`config.mk`:
```
export PLATFORM = sky130hd
export DESIGN_NAME = otp_trim_ctrl
export DESIGN_NICKNAME = d
export VERILOG_FILES = /design/src/rtl/otp_trim_pkg.sv /design/src/rtl/otp_trim_workreg.sv /design/src/rtl/otp_trim_seq.sv /design/src/rtl/otp_trim_codesel.sv /design/src/rtl/otp_trim_ctrl.sv
export SDC_FILE = /design/constraint.sdc
export NUM_CORES = 1
export LEC_CHECK = 0
export ABC_AREA = 1
export BUFFER_PORTS_ARGS = -buffer_cell sky130_fd_sc_hd__buf_2
export CORE_MARGIN = 2
export CORE_UTILIZATION = 54
export DETAILED_ROUTE_END_ITERATION = 10
export GPL_ROUTABILITY_DRIVEN = 0
export PLACE_DENSITY = 0.8
export SKIP_CTS_REPAIR_TIMING = 1
export SLEW_MARGIN = 5
export SYNTH_ARGS = -nofsm -noshare
export SYNTH_HDL_FRONTEND = slang
export SYNTH_HIERARCHICAL = 1
export SYNTH_SLANG_ARGS = --single-unit
```
`constraint.sdc`:
```
create_clock -name clk -period 4.5 [get_ports clk]
set_input_delay 0.225 -clock clk [delete_from_list [all_inputs] [get_ports clk]]
set_output_delay 0.225 -clock clk [all_outputs]
set_load 0.03 [all_outputs]
```
`src/rtl/otp_trim_pkg.sv`:
```
package otp_trim_pkg;

  typedef enum logic [2:0] {
    SQ_IDLE,
    SQ_TEST,
    SQ_TSENSE,
    SQ_DATA,
    SQ_VERIFY,
    SQ_LOCK,
    SQ_LSENSE
  } seq_state_t;

  localparam logic [1:0] ST_READY    = 2'b00;
  localparam logic [1:0] ST_SETUP    = 2'b01;
  localparam logic [1:0] ST_FATAL    = 2'b10;
  localparam logic [1:0] ST_LOCKED   = 2'b11;

endpackage

```
`src/rtl/otp_trim_workreg.sv`:
```
module otp_trim_workreg #(
  parameter int CODE_W = 6
) (
  input  logic              clk,
  input  logic              rst,
  input  logic              wr_en,
  input  logic [CODE_W-1:0] wr_code,
  input  logic              busy,
  output logic [CODE_W-1:0] work_code
);
  localparam logic [CODE_W-1:0] PRESET = CODE_W'(1) << (CODE_W - 1);

  always_ff @(posedge clk) begin
    if (rst)
      work_code <= PRESET;
    else if (wr_en && !busy)
      work_code <= wr_code;
  end
endmodule

```
`src/rtl/otp_trim_seq.sv`:
```
module otp_trim_seq
  import otp_trim_pkg::*;
#(
  parameter int CODE_W = 6,
  parameter int CMD_W  = 8,
  localparam int IDX_W = $clog2(CODE_W + 2),
  localparam int CNT_W = (CODE_W > 1) ? $clog2(CODE_W) : 1
) (
  input  logic              clk,
  input  logic              rst,
  input  logic              cmd_valid,
  input  logic [CMD_W-1:0]  cmd_byte,
  input  logic [CODE_W-1:0] work_code,
  input  logic [CODE_W-1:0] data_fuse_q,
  input  logic              test_fuse_q,
  input  logic              lock_fuse_q,
  output logic              fuse_blow,
  output logic [IDX_W-1:0]  fuse_idx,
  output logic              busy,
  output logic [1:0]        status
);
  localparam logic [IDX_W-1:0] IDX_TEST = IDX_W'(CODE_W);
  localparam logic [IDX_W-1:0] IDX_LOCK = IDX_W'(CODE_W + 1);
  localparam logic [CNT_W-1:0] CNT_LAST = CNT_W'(CODE_W - 1);

  seq_state_t       state_q, state_n;
  logic [CNT_W-1:0] cnt_q, cnt_n;
  logic [1:0]       status_n;
  logic             start;

  assign start = cmd_valid && cmd_byte[CMD_W-1] && (status != ST_LOCKED);

  always_comb begin
    state_n  = state_q;
    cnt_n    = cnt_q;
    status_n = status;
    unique case (state_q)
      SQ_IDLE: if (start) begin
        cnt_n   = '0;
        state_n = test_fuse_q ? SQ_DATA : SQ_TEST;
      end
      SQ_TEST:   state_n = SQ_TSENSE;
      SQ_TSENSE: if (test_fuse_q) begin
        state_n = SQ_DATA;
        cnt_n   = '0;
      end else begin
        state_n  = SQ_IDLE;
        status_n = ST_SETUP;
      end
      SQ_DATA: if (cnt_q == CNT_LAST) state_n = SQ_VERIFY;
               else cnt_n = cnt_q + 1'b1;
      SQ_VERIFY: if (data_fuse_q == work_code) state_n = SQ_LOCK;
                 else begin
                   state_n  = SQ_IDLE;
                   status_n = ST_FATAL;
                 end
      SQ_LOCK:   state_n = SQ_LSENSE;
      SQ_LSENSE: begin
        state_n  = SQ_IDLE;
        status_n = lock_fuse_q ? ST_LOCKED : ST_FATAL;
      end
      default:   state_n = SQ_IDLE;
    endcase
  end

  always_ff @(posedge clk) begin
    if (rst) begin
      state_q   <= SQ_IDLE;
      cnt_q     <= '0;
      status    <= lock_fuse_q ? ST_LOCKED : ST_READY;
      busy      <= 1'b0;
      fuse_blow <= 1'b0;
      fuse_idx  <= '0;
    end else begin
      state_q   <= state_n;
      cnt_q     <= cnt_n;
      status    <= status_n;
      busy      <= (state_n != SQ_IDLE);
      fuse_blow <= (state_n == SQ_TEST) || (state_n == SQ_LOCK) ||
                   ((state_n == SQ_DATA) && work_code[cnt_n]);
      unique case (state_n)
        SQ_TEST: fuse_idx <= IDX_TEST;
        SQ_LOCK: fuse_idx <= IDX_LOCK;
        SQ_DATA: fuse_idx <= IDX_W'(cnt_n);
        default: fuse_idx <= '0;
      endcase
    end
  end
endmodule

```
`src/rtl/otp_trim_codesel.sv`:
```
module otp_trim_codesel
  import otp_trim_pkg::*;
#(
  parameter int CODE_W = 6
) (
  input  logic              clk,
  input  logic              rst,
  input  logic [1:0]        status,
  input  logic              lock_fuse_q,
  input  logic [CODE_W-1:0] work_code,
  input  logic [CODE_W-1:0] data_fuse_q,
  output logic [CODE_W-1:0] active_code
);
  localparam logic [CODE_W-1:0] PRESET = CODE_W'(1) << (CODE_W - 1);

  always_ff @(posedge clk) begin
    if (rst)
      active_code <= lock_fuse_q ? data_fuse_q : PRESET;
    else
      active_code <= (status == ST_LOCKED) ? data_fuse_q : work_code;
  end
endmodule

```
`src/rtl/otp_trim_ctrl.sv`:
```
module otp_trim_ctrl #(
  parameter int CODE_W = 6,
  parameter int CMD_W  = 8,
  localparam int IDX_W = $clog2(CODE_W + 2)
) (
  input  logic              clk,
  input  logic              rst,
  input  logic              wr_en,
  input  logic [CODE_W-1:0] wr_code,
  input  logic              cmd_valid,
  input  logic [CMD_W-1:0]  cmd_byte,
  input  logic [CODE_W-1:0] data_fuse_q,
  input  logic              test_fuse_q,
  input  logic              lock_fuse_q,
  output logic              fuse_blow,
  output logic [IDX_W-1:0]  fuse_idx,
  output logic              busy,
  output logic [1:0]        status,
  output logic [CODE_W-1:0] active_code
);
  logic [CODE_W-1:0] work_code;

  otp_trim_workreg #(.CODE_W(CODE_W)) u_work (
    .clk(clk), .rst(rst), .wr_en(wr_en), .wr_code(wr_code),
    .busy(busy), .work_code(work_code)
  );

  otp_trim_seq #(.CODE_W(CODE_W), .CMD_W(CMD_W)) u_seq (
    .clk(clk), .rst(rst), .cmd_valid(cmd_valid), .cmd_byte(cmd_byte),
    .work_code(work_code), .data_fuse_q(data_fuse_q),
    .test_fuse_q(test_fuse_q), .lock_fuse_q(lock_fuse_q),
    .fuse_blow(fuse_blow), .fuse_idx(fuse_idx), .busy(busy), .status(status)
  );

  otp_trim_codesel #(.CODE_W(CODE_W)) u_sel (
    .clk(clk), .rst(rst), .status(status), .lock_fuse_q(lock_fuse_q),
    .work_code(work_code), .data_fuse_q(data_fuse_q),
    .active_code(active_code)
  );
endmodule

```
Yosys cells after proc, flatten, opt, wreduce, memory -nomap -nowiden
Cells that the tools add are included. Widths: inputs -> output; s select.

Bits in registers: 25. Input port bits: 26.

Equality and inequality tests: 15. Magnitude comparators: 1. Mux-type cells: 22. $add $sub $neg: 1. Reductions and logical operators: 11.

Operators by type and width (number): $mux 3 (6); $mux 6 (3); $pmux 3 s3 (2); $pmux 3 s6 (1); $eq 3x3->1 const B (5); $mux 2 (6); $eq 3x2->1 const B (3); $eq 3x1->1 const B (2); $eq 6x6->1 (1); $ne 3x3->1 const B (2); $pmux 2 s3 (1); $logic_and 1x1->1 (4); $lt 3x4->1 const B (1); $reduce_bool 4->1 (1); $add 3x1->3 const B (1); $bmux 1 s3 (1); $logic_not 3->1 (1); $reduce_and 3->1 (1); $reduce_bool 3->1 (1); $eq 2x2->1 const B (1); $logic_or 1x1->1 (2); $mux 1 (2); $ne 2x2->1 const B (1); $logic_not 1->1 (1).

Depth between registers and ports, before layout
Gate-level depths: netlist (run 1).

Depth in word-level cells: 8. Mapped depth: 12. Gate-level depth less buffers: 12.

By module
Netlist (run 1), hierarchy kept.

By module, submodules not included: otp_trim_seq (cells each 122, area each 828.3 µm², sequential area each 280.3 µm², instances 1); otp_trim_workreg (cells each 38, area each 252.7 µm², sequential area each 120.1 µm², instances 1); otp_trim_codesel (cells each 33, area each 242.7 µm², sequential area each 120.1 µm², instances 1).

Worst setup path before layout (run 1)
OpenSTA, ideal clock, no wires.

Path type: reg2reg. Start point: reg u_seq.status[0]. End point: reg u_seq.fuse_blow. Data required time: 4.389 ns. Stages on the path, launching flop included: 12. Data arrival time: 1.355 ns. Clock period less this slack: 1.466 ns. Path slack: 3.034 ns. Path through: edfxtp_1 nand2_1 inv_1 nor2_1 nand2_1 inv_1 a21oi_2 nor2_1 nand3_1 nand3_1 nand2_1 inv_1.

Longest elaborated chain between the ends: 8. Elaborated cells on any way between the ends: 14. Classes of those cells: eq/ne: 4; mux: 6; reduce/logical: 4.

Ends and longest elaborated chain: start: declaration (RTL line otp_trim_seq.sv:20) `output logic [1:0] status`; start signal: assignment (RTL line otp_trim_seq.sv:70) `status <= lock_fuse_q ? ST_LOCKED : ST_READY;`; start signal: assignment (RTL line otp_trim_seq.sv:77) `status <= status_n;`; $ne 2x2->1 * (RTL line otp_trim_seq.sv:31) `assign start = cmd_valid && cmd_byte[CMD_W-1] && (status != ST_LOCKED);`; $logic_and 1x1->1 * (RTL line otp_trim_seq.sv:31); $mux 3 (RTL line otp_trim_seq.sv:38) `SQ_IDLE: if (start) begin`; $pmux 3 s3 (RTL line otp_trim_seq.sv:37) `unique case (state_q)`; $bmux 1 s3 (RTL line otp_trim_seq.sv:80) `((state_n == SQ_DATA) && work_code[cnt_n]);`; $mux 1 (implied by the code) (RTL line otp_trim_seq.sv:80); $logic_and 1x1->1 (RTL line otp_trim_seq.sv:80); $logic_or 1x1->1 * (RTL line otp_trim_seq.sv:79) `fuse_blow <= (state_n == SQ_TEST) || (state_n == SQ_LOCK) ||`; end signal: assignment (RTL line otp_trim_seq.sv:79); end: declaration (RTL line otp_trim_seq.sv:17) `output logic fuse_blow,`.

Every way passes the cells marked *; elsewhere a longest branch is shown, timed or not. The select of a mux whose other input is x is not followed. A chain may end at the register's enable or synchronous reset.

Worst setup path after layout (run 1)
Start point: reg u_seq.cnt_q[1]. End point: reg u_seq.fuse_blow.

Longest elaborated chain between the ends: 7. Elaborated cells on any way between the ends: 16. Classes of those cells: add/sub: 1; eq/ne: 4; mux: 8; reduce/logical: 3.

Ends and longest elaborated chain: start: declaration (RTL line otp_trim_seq.sv:27) `logic [CNT_W-1:0] cnt_q, cnt_n;`; start signal: assignment (RTL line otp_trim_seq.sv:76) `cnt_q <= cnt_n;`; $add 3x1->3 / $eq 3x3->1 (equally long branches) (RTL line otp_trim_seq.sv:51, otp_trim_seq.sv:50); $mux 3 (RTL line otp_trim_seq.sv:50) `SQ_DATA: if (cnt_q == CNT_LAST) state_n = SQ_VERIFY;`; $pmux 3 s3 (RTL line otp_trim_seq.sv:37); $bmux 1 s3 (RTL line otp_trim_seq.sv:80); $mux 1 (implied by the code) (RTL line otp_trim_seq.sv:80); $logic_and 1x1->1 (RTL line otp_trim_seq.sv:80); $logic_or 1x1->1 * (RTL line otp_trim_seq.sv:79).

Marks and branches as above.

==> run_results.csv, run 1 <==
group,metric,value,unit
pwr,peakVddDrop,230.3,uV
floorplanning,initial_utilization,58.71,%
run_status,status,"completed",
pwr,power,0.4722,mW
timing,fin_skew,0.009971,ns
floorplanning,row_count,17,
synthesis,syn_area,1324,um^2
setup_path,crit_fanout,4,
detailed_routing,dr_total_vias,1403,
pwr,p_leak,0.8221,nW
timing,worst_pin_slew,0.2741,ns
setup_path,arrival,2.03,ns
timing,finalCritPeriodShare,39.93,%
final_layout,drive_gt1_share,22.47,%
grt,first_global_vias,1302,
timing,hold_viol,0,
detailed_routing,drc,0,
clocking,cts_made_buffers,3,
setup_path,r2r_setup_slack,2.70,ns
pwr,power_density,307.1,nW/um^2
clocking,root_buffer,"clkbuf_4",
synthesis,synth_seq_area_share,39.32,%
synthesis,synth.net_count,221,
grt,grt_overflow,0,
timing,relSlewSlack,81.73,%
final_layout,areaGrowthSynthToFinish,16.16,%
synthesis,synth_ff_type,"dfxtp_1",
detailed_routing,wl,3197,um
timing,fin_crit,1.797,ns
synthesis,synth_seq_cells,25,
detailed_routing,drtIter0Drc,81,
detailed_routing,ant_nets,0,
setup_path,endpoint_kind,"flop",
synthesis,synth.largest_area_cell,"dfxtp_1",
final_layout,fin_util,68.20,%
floorplanning,die_y,53.51,um
grt,grt_max_degree,15,
clocking,cts.htree.levels,1,
synthesis,synth_common_cells,"nand2_1 (37), nand3_1 (37), nor2_1 (25)",
floorplanning,die_area,2863,um^2
placed_design,dp_hpwl,2436,um
hold_path,min-delay-start,"wr_code[5]",
setup_path,critPathKind,"reg -> reg",
hold_path,hold_path_end,"u_work/work_code[5]",
synthesis,ys_warn_count,6,
timing,finalSetupViolations,0,
floorplanning,pin_count,39,
final_layout,layout.nets,256,
synthesis,synthTopCellsByArea,"dfxtp_1 (35%), nand3_1 (14%), nand2_1 (10%)",
clocking,cts.clk_slew.worst_paths,0.14,ns
detailed_routing,vias_per_cell,5.502,
setup_path,cp_data_required_time,4.73,ns
clocking,insertion_delay,0.32,ns
flow_run,maxCapViolations,0,
setup_path,r2r_end,"u_seq/fuse_blow",
grt,track_usage,24.91,%
timing,max_freq,0.5566,GHz
setup_path,startpoint_type,"flop",
clocking,cts_tree,"yes",
floorplanning,core_area,2255,um^2
synthesis,avgSynthCellArea,6.859,um^2
clocking,clock_sinks,25,
hold_path,whs_path_depth,3,
grt,antenna_found_initial,0,
synthesis,synthCells,193,
setup_path,r2r_cells,12,
synthesis,synthArstFlopShare,0,%
placed_design,io_buffers,31,
detailed_routing,first_pass_iters,5,
clocking,cts_buffer_depth,2,
synthesis,synth_enable_flop_cells,2,
pwr,intPower,0.3136,mW
pwr,p_comb_share,24.3,%
final_layout,antenna_cells,0,
synthesis,synth.distinct_cells,24,
hold_path,hold_path.class,"in -> reg",
pwr,seq_power_share,54.1,%
timing,rsz0062_at_grt,"no",
pwr,switching_share,33.59,%
detailed_routing,wl_per_cell,12.54,um
timing,setup_tns,0,ns
pwr,p_switching,0.1586,mW
grt,grt_pass1_wl,5126,um
synthesis,synth_top_area_share,34.78,%
pwr,clockPowerShare,21.5,%
timing,drv_slew,0,
setup_path,r2r_start,"u_seq/cnt_q[1]",
floorplanning,die_w,53.51,um
==> worst max path at each step <==
stage                     from         endpoint  slack, ns  cells past startpoint
6_report        u_seq/cnt_q[1]  u_seq/fuse_blow       2.70                     12
5_1_grt         u_seq/cnt_q[1]  u_seq/fuse_blow       2.58                     12
4_1_cts         u_seq/cnt_q[1]  u_seq/fuse_blow       2.73                     12
3_5_place_dp    u_seq/cnt_q[1]  u_seq/fuse_blow       2.82                     12
3_3_place_gp    u_seq/cnt_q[1]  u_seq/fuse_blow       2.89                     12
2_1_floorplan  u_seq/status[0]  u_seq/fuse_blow       3.03                     11
==> power by group through the flow <==
stage	registers (mW)	logic, mW	clock network (mW)
after global routing	0.258	0.127	0.110
after detailed placement	0.261	0.113	0
final	0.256	0.115	0.102
after CTS	0.256	0.114	0.104
after floorplan	0.279	0.0587	0
after global placement	0.259	0.110	0
==> cell usage in the layout, fill, tap and decap left out, types with 2 or more instances in the layout <==
cell and n:
a21oi_1 5, o21ai_1 3, nand2_2 7, nand2_1 37, o21ai_0 7, nor2_2 3, inv_2 3, xor2_1 4
nor2_1 25, inv_1 23, xnor2_1 3, buf_2 31, ha_1 2, clkbuf_4 3, edfxtp_1 2, nand3_1 37
dfxtp_1 23
==> sequential cells by signal (all words and copies together), names as in the netlist <==
register	cells
u_work/work_code	6
u_seq/fuse_blow	1
u_seq/fuse_idx	3
u_seq/state_q	3
u_seq/busy	1
u_seq/cnt_q	3
u_sel/active_code	6
u_seq/status	2
==> cell type report <==
cell class | count | area [um^2]
fill | 197 | 716.9
multi-input combinational | 140 | 698.2
sequential | 25 | 520.5
timing repair buffer | 31 | 155.1
inverter | 27 | 101.3
tap | 28 | 35.03
clock buffer | 3 | 22.52
clock inverter | 1 | 5.005
==> through the flow <==
step / instance area [um^2] / std cells / hold WS, ns / worst slack [ns]
after global routing: 1538 / 255 / 0.1303 / 2.579
final: 1538 / 255 / 0.1303 / 2.703
after CTS: 1538 / 255 / 0.1219 / 2.733
after global placement: 1510 / 251 / 0.4653 / 2.890
after floorplan: 1324 / 193 / 0.3563 / 3.034
after detailed placement: 1510 / 251 / 0.4724 / 2.817
==> cell families after synthesis <==
logic type,synth area share [%]
AND/OR/NAND/NOR,39.32
buffers and inverters,7.939
flip-flops,39.32
AO/OA/AOI/OAI,6.899
XOR/XNOR,4.631
adder cells (fa/ha/maj),1.890
==> worst max-delay path, cell delays in order (launching register included) <==
cell and delay [ns]:
dfxtp_1 0.39, inv_1 0.06, ha_1 0.17, nand2_1 0.12, inv_1 0.09, o21ai_0 0.19
nand3_1 0.19, nand3_1 0.12, nand3_1 0.11, nand3_1 0.10, nand3_1 0.07, nand2_1 0.07
inv_1 0.04
==> routing by layer <==
layer	vias up	GRT usage (%)	share of wire [%]
met2	107	45.27	47
met1	598	27.80	38
met4	0	11.97	3.0
met3	16	4.237	11
li1	682	-	-
met5	-	0	0
No activity file was read; power rests on OpenSTA's default activity.
==> inputs of run 2 (changes only) <==
--- a/config.mk
+++ b/config.mk
@@ -7,11 +7,12 @@
 export LEC_CHECK = 0
 export ABC_AREA = 1
 export BUFFER_PORTS_ARGS = -buffer_cell sky130_fd_sc_hd__buf_2
+export CORE_ASPECT_RATIO = 2
 export CORE_MARGIN = 2
-export CORE_UTILIZATION = 54
+export CORE_UTILIZATION = 50
 export DETAILED_ROUTE_END_ITERATION = 10
 export GPL_ROUTABILITY_DRIVEN = 0
-export PLACE_DENSITY = 0.8
+export PLACE_DENSITY = 0.75
 export SKIP_CTS_REPAIR_TIMING = 1
 export SLEW_MARGIN = 5
 export SYNTH_ARGS = -nofsm -noshare
==> constraint.sdc (replaced) <==
create_clock -name clk -period 1.9 [get_ports clk]
set_input_delay 0.095 -clock clk [delete_from_list [all_inputs] [get_ports clk]]
set_output_delay 0.095 -clock clk [all_outputs]
set_load 0.03 [all_outputs]
==> run 2 against run 1 <==
Compared with the run above: design area rose by 1.1%; core utilization is 6.9 points lower; register-to-register slack lost 2.4 ns; highest routed layer unchanged; routed wire length decreased by 11%; cell count did not move; count of clock-buffer cells in the layout increased by 1; worst setup slack got worse by 2.4 ns; largest power group unchanged; clock power increased to 3.1 times the previous value; sequential share of layout area shrank 0.38 points; sequential cell count is the same; critical path type unchanged.
==> run_results.csv, run 2 (synthesis results as in run 1) <==
group,metric,value,unit
final_layout,drive_gt1_share,22.03,%
hold_path,hold_path.class,"in -> reg",
clocking,cts.htree.levels,1,
final_layout,antenna_cells,0,
floorplanning,row_count,26,
grt,grt_pass1_wl,4650,um
floorplanning,pin_count,39,
placed_design,dp_hpwl,2294,um
pwr,power,1.182,mW
timing,finalCritPeriodShare,86.50,%
setup_path,r2r_cells,12,
pwr,p_leak,0.8271,nW
grt,antenna_found_initial,0,
timing,max_freq,0.6085,GHz
setup_path,startpoint_type,"flop",
clocking,root_buffer,"clkbuf_8",
run_status,status,"completed",
pwr,power_density,760.3,nW/um^2
timing,relSlewSlack,82.34,%
timing,worst_pin_slew,0.2633,ns
timing,finalSetupViolations,0,
timing,setup_tns,0,ns
floorplanning,core_area,2537,um^2
pwr,peakVddDrop,527.2,uV
timing,fin_skew,0.003455,ns
placed_design,io_buffers,31,
setup_path,r2r_end,"u_seq/fuse_blow",
floorplanning,die_area,3100,um^2
grt,first_global_vias,1200,
timing,drv_slew,0,
grt,grt_overflow,0,
detailed_routing,vias_per_cell,5.055,
final_layout,top_regs,"u_sel/active_code: 6 flops, u_work/work_code: 6 flops",
detailed_routing,drc,0,
timing,hold_viol,0,
detailed_routing,wl,2856,um
timing,rsz0062_at_grt,"no",
final_layout,layout.nets,256,
detailed_routing,wl_per_cell,11.20,um
setup_path,endpoint_kind,"flop",
grt,track_usage,20.78,%
floorplanning,die_w,40.39,um
clocking,cts_tree,"yes",
detailed_routing,dr_total_vias,1289,
clocking,insertion_delay,0.27,ns
detailed_routing,first_pass_iters,4,
flow_run,maxCapViolations,0,
final_layout,fin_util,61.29,%
final_layout,areaGrowthSynthToFinish,17.49,%
clocking,clock_sinks,25,
setup_path,r2r_setup_slack,0.26,ns
floorplanning,die_y,76.77,um
hold_path,whs_path_depth,3,
detailed_routing,drtIter0Drc,34,
hold_path,hold_path_end,"u_sel/active_code[2]",
grt,grt_max_degree,14,
detailed_routing,ant_nets,0,
setup_path,cp_data_required_time,2.08,ns
hold_path,min-delay-start,"data_fuse_q[2]",
setup_path,arrival,1.82,ns
setup_path,r2r_start,"u_seq/cnt_q[1]",
setup_path,critPathKind,"reg -> reg",
clocking,cts_buffer_depth,2,
timing,fin_crit,1.643,ns
setup_path,crit_fanout,4,
final_layout,mostFrequentLayoutCells,"nand2_1 (37), nand3_1 (37), buf_2 (31)",
clocking,cts_made_buffers,3,
clocking,cts.clk_slew.worst_paths,0.08,ns
floorplanning,initial_utilization,52.17,%
[run 2: cell types whose count changed in the layout (fill, tap and decap cells not counted), sizes merged]
cell	change
clkbuf	+1
clkinv	-1
[run 2: final cells by class]
class                   instances  area, um^2
repair buffers                 31       155.1
fillers                       262       982.2
multi-input cells             140       698.2
well taps                      28       35.03
flip-flops and latches         25       520.5
inverters                      27       101.3
clock buffers                   4       45.04
[run 2: worst max path at each step]
stage	start	to	slack [ns]	cells past startpoint
2_1_floorplan	u_seq/status[0]	u_seq/fuse_blow	0.43	11
4_1_cts	u_seq/cnt_q[1]	u_seq/fuse_blow	0.26	12
3_3_place_gp	u_seq/cnt_q[1]	u_seq/fuse_blow	0.29	12
5_1_grt	u_seq/cnt_q[1]	u_seq/fuse_blow	0.03	12
6_report	u_seq/cnt_q[1]	u_seq/fuse_blow	0.26	12
3_5_place_dp	u_seq/cnt_q[1]	u_seq/fuse_blow	0.28	12
[run 2: critical path: stages, from the launching register on]
cell and delay (ns):
dfxtp_1 0.36, inv_1 0.05, ha_1 0.16, nand2_1 0.12, inv_1 0.09, o21ai_0 0.15, nand3_1 0.17, nand3_1 0.11
nand3_1 0.08, nand3_1 0.08, nand3_1 0.07, nand2_1 0.06, inv_1 0.04
[run 2: where the power goes]
| group | internal (mW) | switching, mW | total, mW |
|---|---|---|---|
| sequential | 0.573 | 0.0296 | 0.602 |
| clock | 0.150 | 0.163 | 0.314 |
| combinational | 0.0905 | 0.176 | 0.267 |
[run 2: through the flow]
step	instance area [um^2]	instances	hold WS, ns	setup slack, ns
after global placement	1510	251	0.3460	0.2867
after floorplan	1324	193	0.2263	0.4344
after detailed placement	1510	251	0.3462	0.2773
after CTS	1555	255	0.06518	0.2601
final	1555	255	0.06545	0.2566
after global routing	1555	255	0.07493	0.03425
[run 2: metal layers]
layer  wire length, um  GRT usage, %  up-vias
li1                  -             -      683
met1              1103         22.12      571
met2              1584         34.44       30
met3               113         3.757        5
met4                56         12.33        0
met5                 0             0        -
